$ cat config.mk
export PLATFORM = sky130hd
export DESIGN_NAME = xirq_trigger
export DESIGN_NICKNAME = d
export VERILOG_FILES = /design/src/rtl/xirq_pkg.sv /design/src/rtl/xirq_sync2.sv /design/src/rtl/xirq_mode_regs.sv /design/src/rtl/xirq_lane.sv /design/src/rtl/xirq_trigger.sv
export SDC_FILE = /design/constraint.sdc
export NUM_CORES = 1
export LEC_CHECK = 0
export BUFFER_PORTS_ARGS = -buffer_cell sky130_fd_sc_hd__buf_2
export CORE_MARGIN = 3
export CORE_UTILIZATION = 58
export DETAILED_ROUTE_END_ITERATION = 10
export PLACE_DENSITY = 0.89
export SLEW_MARGIN = 10
export SYNTH_ARGS = -nofsm -noshare
export SYNTH_HDL_FRONTEND = slang
export SYNTH_HIERARCHICAL = 1
export SYNTH_SLANG_ARGS = --single-unit
$ cat constraint.sdc
create_clock -name clk -period 1.47 [get_ports clk]
set_clock_uncertainty 0.1 [all_clocks]
set_input_delay 0.294 -clock clk [delete_from_list [all_inputs] [get_ports clk]]
set_output_delay 0.294 -clock clk [all_outputs]
set_load 0.05 [all_outputs]
$ cat src/rtl/xirq_pkg.sv
package xirq_pkg;

  typedef enum logic [1:0] {
    TRIG_LVL_LO = 2'd0,
    TRIG_LVL_HI = 2'd1,
    TRIG_RISE   = 2'd2,
    TRIG_FALL   = 2'd3
  } trig_mode_e;

  localparam int MODE_W     = 2;
  localparam int FIELDS_PER = 8 / MODE_W;

  // Decide whether a pin condition is met for one mode.
  function automatic logic trig_fire(trig_mode_e m, logic now_s, logic last_s);
    logic fire;
    unique case (m)
      TRIG_LVL_LO: fire = ~now_s;
      TRIG_LVL_HI: fire = now_s;
      TRIG_RISE:   fire = now_s & ~last_s;
      TRIG_FALL:   fire = ~now_s & last_s;
      default:     fire = 1'b0;
    endcase
    return fire;
  endfunction

  // Pull field k out of a packed configuration byte.
  function automatic logic [MODE_W-1:0] field_of(logic [7:0] b, int unsigned k);
    return b[MODE_W*k +: MODE_W];
  endfunction

endpackage

$ cat src/rtl/xirq_sync2.sv
module xirq_sync2 #(
  parameter int   WIDTH   = 8,
  parameter logic RST_VAL = 1'b1
) (
  input  logic             clk,
  input  logic             rst_n,
  input  logic [WIDTH-1:0] async_i,
  output logic [WIDTH-1:0] sync_o
);

  logic [WIDTH-1:0] stage1_q;
  logic [WIDTH-1:0] stage2_q;

  always_ff @(posedge clk or negedge rst_n) begin
    if (!rst_n) begin
      stage1_q <= {WIDTH{RST_VAL}};
      stage2_q <= {WIDTH{RST_VAL}};
    end else begin
      stage1_q <= async_i;
      stage2_q <= stage1_q;
    end
  end

  assign sync_o = stage2_q;

endmodule

$ cat src/rtl/xirq_mode_regs.sv
module xirq_mode_regs
  import xirq_pkg::*;
#(
  parameter int NUM_PINS = 8,
  parameter int ADDR_W   = 2
) (
  input  logic                           clk,
  input  logic                           rst_n,
  input  logic                           cfg_we,
  input  logic [ADDR_W-1:0]              cfg_addr,
  input  logic [7:0]                     cfg_wdata,
  output logic [7:0]                     cfg_rdata,
  output logic [NUM_PINS-1:0][MODE_W-1:0] mode_o
);

  localparam int NUM_BYTES = (NUM_PINS + FIELDS_PER - 1) / FIELDS_PER;

  logic [NUM_BYTES-1:0][7:0] cfg_q;

  for (genvar b = 0; b < NUM_BYTES; b++) begin : g_byte
    always_ff @(posedge clk or negedge rst_n) begin
      if (!rst_n)
        cfg_q[b] <= 8'hFF;  // every field = falling edge
      else if (cfg_we && cfg_addr == ADDR_W'(b))
        cfg_q[b] <= cfg_wdata;
    end
  end

  always_comb begin
    cfg_rdata = 8'h00;
    for (int b = 0; b < NUM_BYTES; b++)
      if (cfg_addr == ADDR_W'(b)) cfg_rdata = cfg_q[b];
  end

  for (genvar i = 0; i < NUM_PINS; i++) begin : g_field
    assign mode_o[i] = field_of(cfg_q[i / FIELDS_PER], i % FIELDS_PER);
  end

endmodule

$ cat src/rtl/xirq_lane.sv
module xirq_lane
  import xirq_pkg::*;
(
  input  logic              clk,
  input  logic              rst_n,
  input  logic              sync_i,
  input  logic [MODE_W-1:0] mode_i,
  output logic              req_o
);

  logic last_q;
  logic fire;

  // Baseline always follows the synchronized pin, whatever the mode.
  assign fire = trig_fire(trig_mode_e'(mode_i), sync_i, last_q);

  always_ff @(posedge clk or negedge rst_n) begin
    if (!rst_n) begin
      last_q <= 1'b1;
      req_o  <= 1'b0;
    end else begin
      last_q <= sync_i;
      req_o  <= fire;
    end
  end

endmodule

$ cat src/rtl/xirq_trigger.sv
module xirq_trigger
  import xirq_pkg::*;
#(
  parameter int NUM_PINS = 8,
  parameter int ADDR_W   = 2
) (
  input  logic                clk,
  input  logic                rst_n,
  input  logic [NUM_PINS-1:0] pin_i,
  input  logic                cfg_we,
  input  logic [ADDR_W-1:0]   cfg_addr,
  input  logic [7:0]          cfg_wdata,
  output logic [7:0]          cfg_rdata,
  output logic [NUM_PINS-1:0] req_set_o
);

  logic [NUM_PINS-1:0]             sync_vec;
  logic [NUM_PINS-1:0][MODE_W-1:0] mode_vec;

  xirq_sync2 #(.WIDTH(NUM_PINS), .RST_VAL(1'b1)) u_sync (
    .clk     (clk),
    .rst_n   (rst_n),
    .async_i (pin_i),
    .sync_o  (sync_vec)
  );

  xirq_mode_regs #(.NUM_PINS(NUM_PINS), .ADDR_W(ADDR_W)) u_regs (
    .clk       (clk),
    .rst_n     (rst_n),
    .cfg_we    (cfg_we),
    .cfg_addr  (cfg_addr),
    .cfg_wdata (cfg_wdata),
    .cfg_rdata (cfg_rdata),
    .mode_o    (mode_vec)
  );

  for (genvar i = 0; i < NUM_PINS; i++) begin : g_lane
    xirq_lane u_lane (
      .clk    (clk),
      .rst_n  (rst_n),
      .sync_i (sync_vec[i]),
      .mode_i (mode_vec[i]),
      .req_o  (req_set_o[i])
    );
  end

endmodule

==> key figures <==
Routing
  – Met3 wire len: 174 um
  – Vias per cell: 5.296
  – # DRC: 0
  – Top sig layer: met4
  – M1 wire length: 1709 um
  – Routed WL per cell: 16.17 um
  – First-pass detailed-route iteration total: 4
  – DR WL met2: 2003 um
  – Via count: 1287
  – Final wirelength: 3929 um
  – Antenna violation net count after detailed routing: 0
  – First DRT Iteration DRCs: 53

Setup path
  – Critical Path AT: 1.30 ns
  – CP Class: reg -> out
  – Crit-path max FO: 2
  – Worst EP required: 1.08 ns
  – Startpoint types: flop
  – CP Capture Type: primary output

Timing
  – Slew @ Worst Pin: 0.3303 ns
  – Relative slew margins: 77.98%
  – Min cycle time layout: 1.691 ns
  – Period utilization: 115.0%
  – Max-slew violations: 0
  – Hold Vio Cnt, Final: 0
  – RSZ-0062 raised after global routing: true
  – Count of final setup violators: 8
  – WHS: 0.07079 ns
  – Final worst setup slack: -0.2209 ns
  – Fmax: 591.4 MHz

Global route
  – Largest net degree at the start of global routing: 49
  – First-pass GRT wire length: 6610 um
  – Gr ovfl total: 0
  – Initial antenna violation count: 0
  – Vias in the first global route: 1381
  – Total track usage: 21.77%

Yosys
  – Top post-synthesis cells by count: dfstp_2 (40), mux2_2 (16), nand3b_1 (16)
  – Post-synth EDFFs: 0
  – Synthesized cell area: 0.001908 mm2
  – Yosys cell types: 13
  – Async set or reset register ratio after synthesis: 100.0%
  – Yosys warning total: 6
  – Post-synthesis register bit count: 48
  – Average size of a mapped cell: 15.39 um2
  – Syn nets: 145
  – Synth top area share: 55.08%
  – Post-synth top flop: dfstp_2
  – Most numerous cell in the Yosys netlist: dfstp_2
  – Synth top area cells: dfstp_2 (55%), dfrtp_1 (10%), mux2_2 (9.4%)
  – Sequential area share after synthesis: 65.57%
  – Cells after Synth: 124
  – Area leader, netlist: dfstp_2

Floorplan
  – Standard-cell rows: 20
  – Die X: 63.36 um
  – I/O pin cnt: 37
  – Die area: 0.004014 mm2
  – CORE AREA: 0.003103 mm2
  – Chip Height: 63.36 um
  – Starting Density: 61.49%

Cells and area
  – Layout cells sized above 1: 67.34%
  – Ant. Diodes: 0
  – Post-layout util: 82.06%
  – Layout area overhead: 33.44%
  – Nets@finish: 219
  – Fin area: 0.002546 mm2
  – Fill cells: 183
  – Fin cells: 243

Pwr
  – Worst VDD drop: 0.0009092 V
  – Leak Pwr: 1.114 nW
  – Power per cell area: 1333 mW/mm2

Placed design
  – DP Area: 0.002190 mm2
  – HPWL Detailed: 2463 um
  – Gpl congestion: 0.7845
  – Total placed cells including tap cells: 206
  – I/O Buffers: 36

Outcome
  – Status: finished with violations
  – Violated checks: negative setup slack

Worst hold path
  – Hold Crit Class: in -> reg

Clocking
  – CTS Buffer Depth: 2
  – Clk_lat worst skew: 0.36 ns
  – Clock Sinks: 48
  – H-Tree Depth: 2
  – CTS root buf: clkbuf_4
  – CTS Buf Count: 5
  – Worst-path clk slew: 0.13 ns
  – CTS tree: yes

Run
  – Max Cap Viol: 0
state kept, by name, indices dropped and copies added, names as in the netlist:
| name | cells |
|---|---|
| u_sync/sync_o | 8 |
| g_lane.u_lane/last_q | 8 |
| u_regs/mode_o | 16 |
| g_lane.u_lane/req_o | 8 |
| u_sync/stage1_q | 8 |
logic make-up after synthesis:
| kind of cell | synth area share (%) |
|---|---|
| compound gates | 7.869 |
| buf+inv | 0.8522 |
| flops | 65.57 |
| mux | 13.64 |
| simple gates | 12.07 |
worst paths after layout:
kind,from,to,slack (ns),cells past startpoint
worst min register to register,u_sync/stage1_q[6],u_sync/sync_o[6],0.26,0
max in group asynchronous,rst_n,u_regs/mode_o[15],0.66,3
min in group asynchronous,rst_n,g_lane[4].u_lane/req_o,0.34,3
worst min-delay path,cfg_wdata[1],u_regs/mode_o[9],0.07,2
worst max register to register,u_regs/mode_o[8],g_lane[4].u_lane/req_o,0.22,4
worst max-delay path,u_regs/mode_o[8],cfg_rdata[0],-0.22,3
routing by layer:
layer | up-vias | track usage, %
met2 | 34 | 38.20
met3 | 5 | 5.526
li1 | 594 | -
met1 | 654 | 25.57
met5 | - | 0
met4 | 0 | 8.086
stage by stage:
stage          TNS [ns]  worst slack (ns)  power, W
4_1_cts          -1.746           -0.2325  0.003375
5_1_grt          -2.249           -0.2972  0.003571
6_report         -1.597           -0.2209  0.003393
2_1_floorplan         0           0.03654  0.002320
3_5_place_dp    -0.8621          -0.08476  0.002560
3_3_place_gp    -0.1113          -0.02213  0.002508
layout by cell type (no fill, tap or decap), types with 9 or more instances in the layout:
master and n:
buf_4 23, dfstp_2 40, nand3b_1 16, buf_2 28, mux2_2 16, dlygate4sd3_1 9
repair_timing:
| action | in CTS | in global routing |
|---|---|---|
| buffers inserted | 16 | 4 |
| hold buffers | 9 | 0 |
| pin swaps | 3 | 5 |
| resized for setup | 17 | 0 |
| endpoints found under the hold margin | 16 | 0 |
| endpoints found under the setup margin | 8 | 8 |
report_power, final:
group	switching, W	internal, W	leakage, nW
logic	0.000624	0.000470	0.567
registers	0.0000874	0.00158	0.515
clock network	0.000393	0.000235	0.0315
total	0.00110	0.00229	1.11
worst max-delay path, stage by stage (launching register included):
cell	delay (ns)
dfstp_2	0.56
mux2i_1	0.07
nor2_2	0.13
buf_6	0.17
layout make-up:
| cell class | instances | area, um2 | share of cell area [%] |
|---|---|---|---|
| repair buffers | 69 | 513.0 | 20.15 |
| flip-flops and latches | 48 | 1251 | 49.14 |
| clock inverters | 1 | 7.507 | 0.2948 |
| well taps | 44 | 55.05 | 2.162 |
| clock buffers | 7 | 55.05 | 2.162 |
| multi-input cells | 74 | 664.4 | 26.09 |
Note: power is estimated with default switching activity, not from simulation.
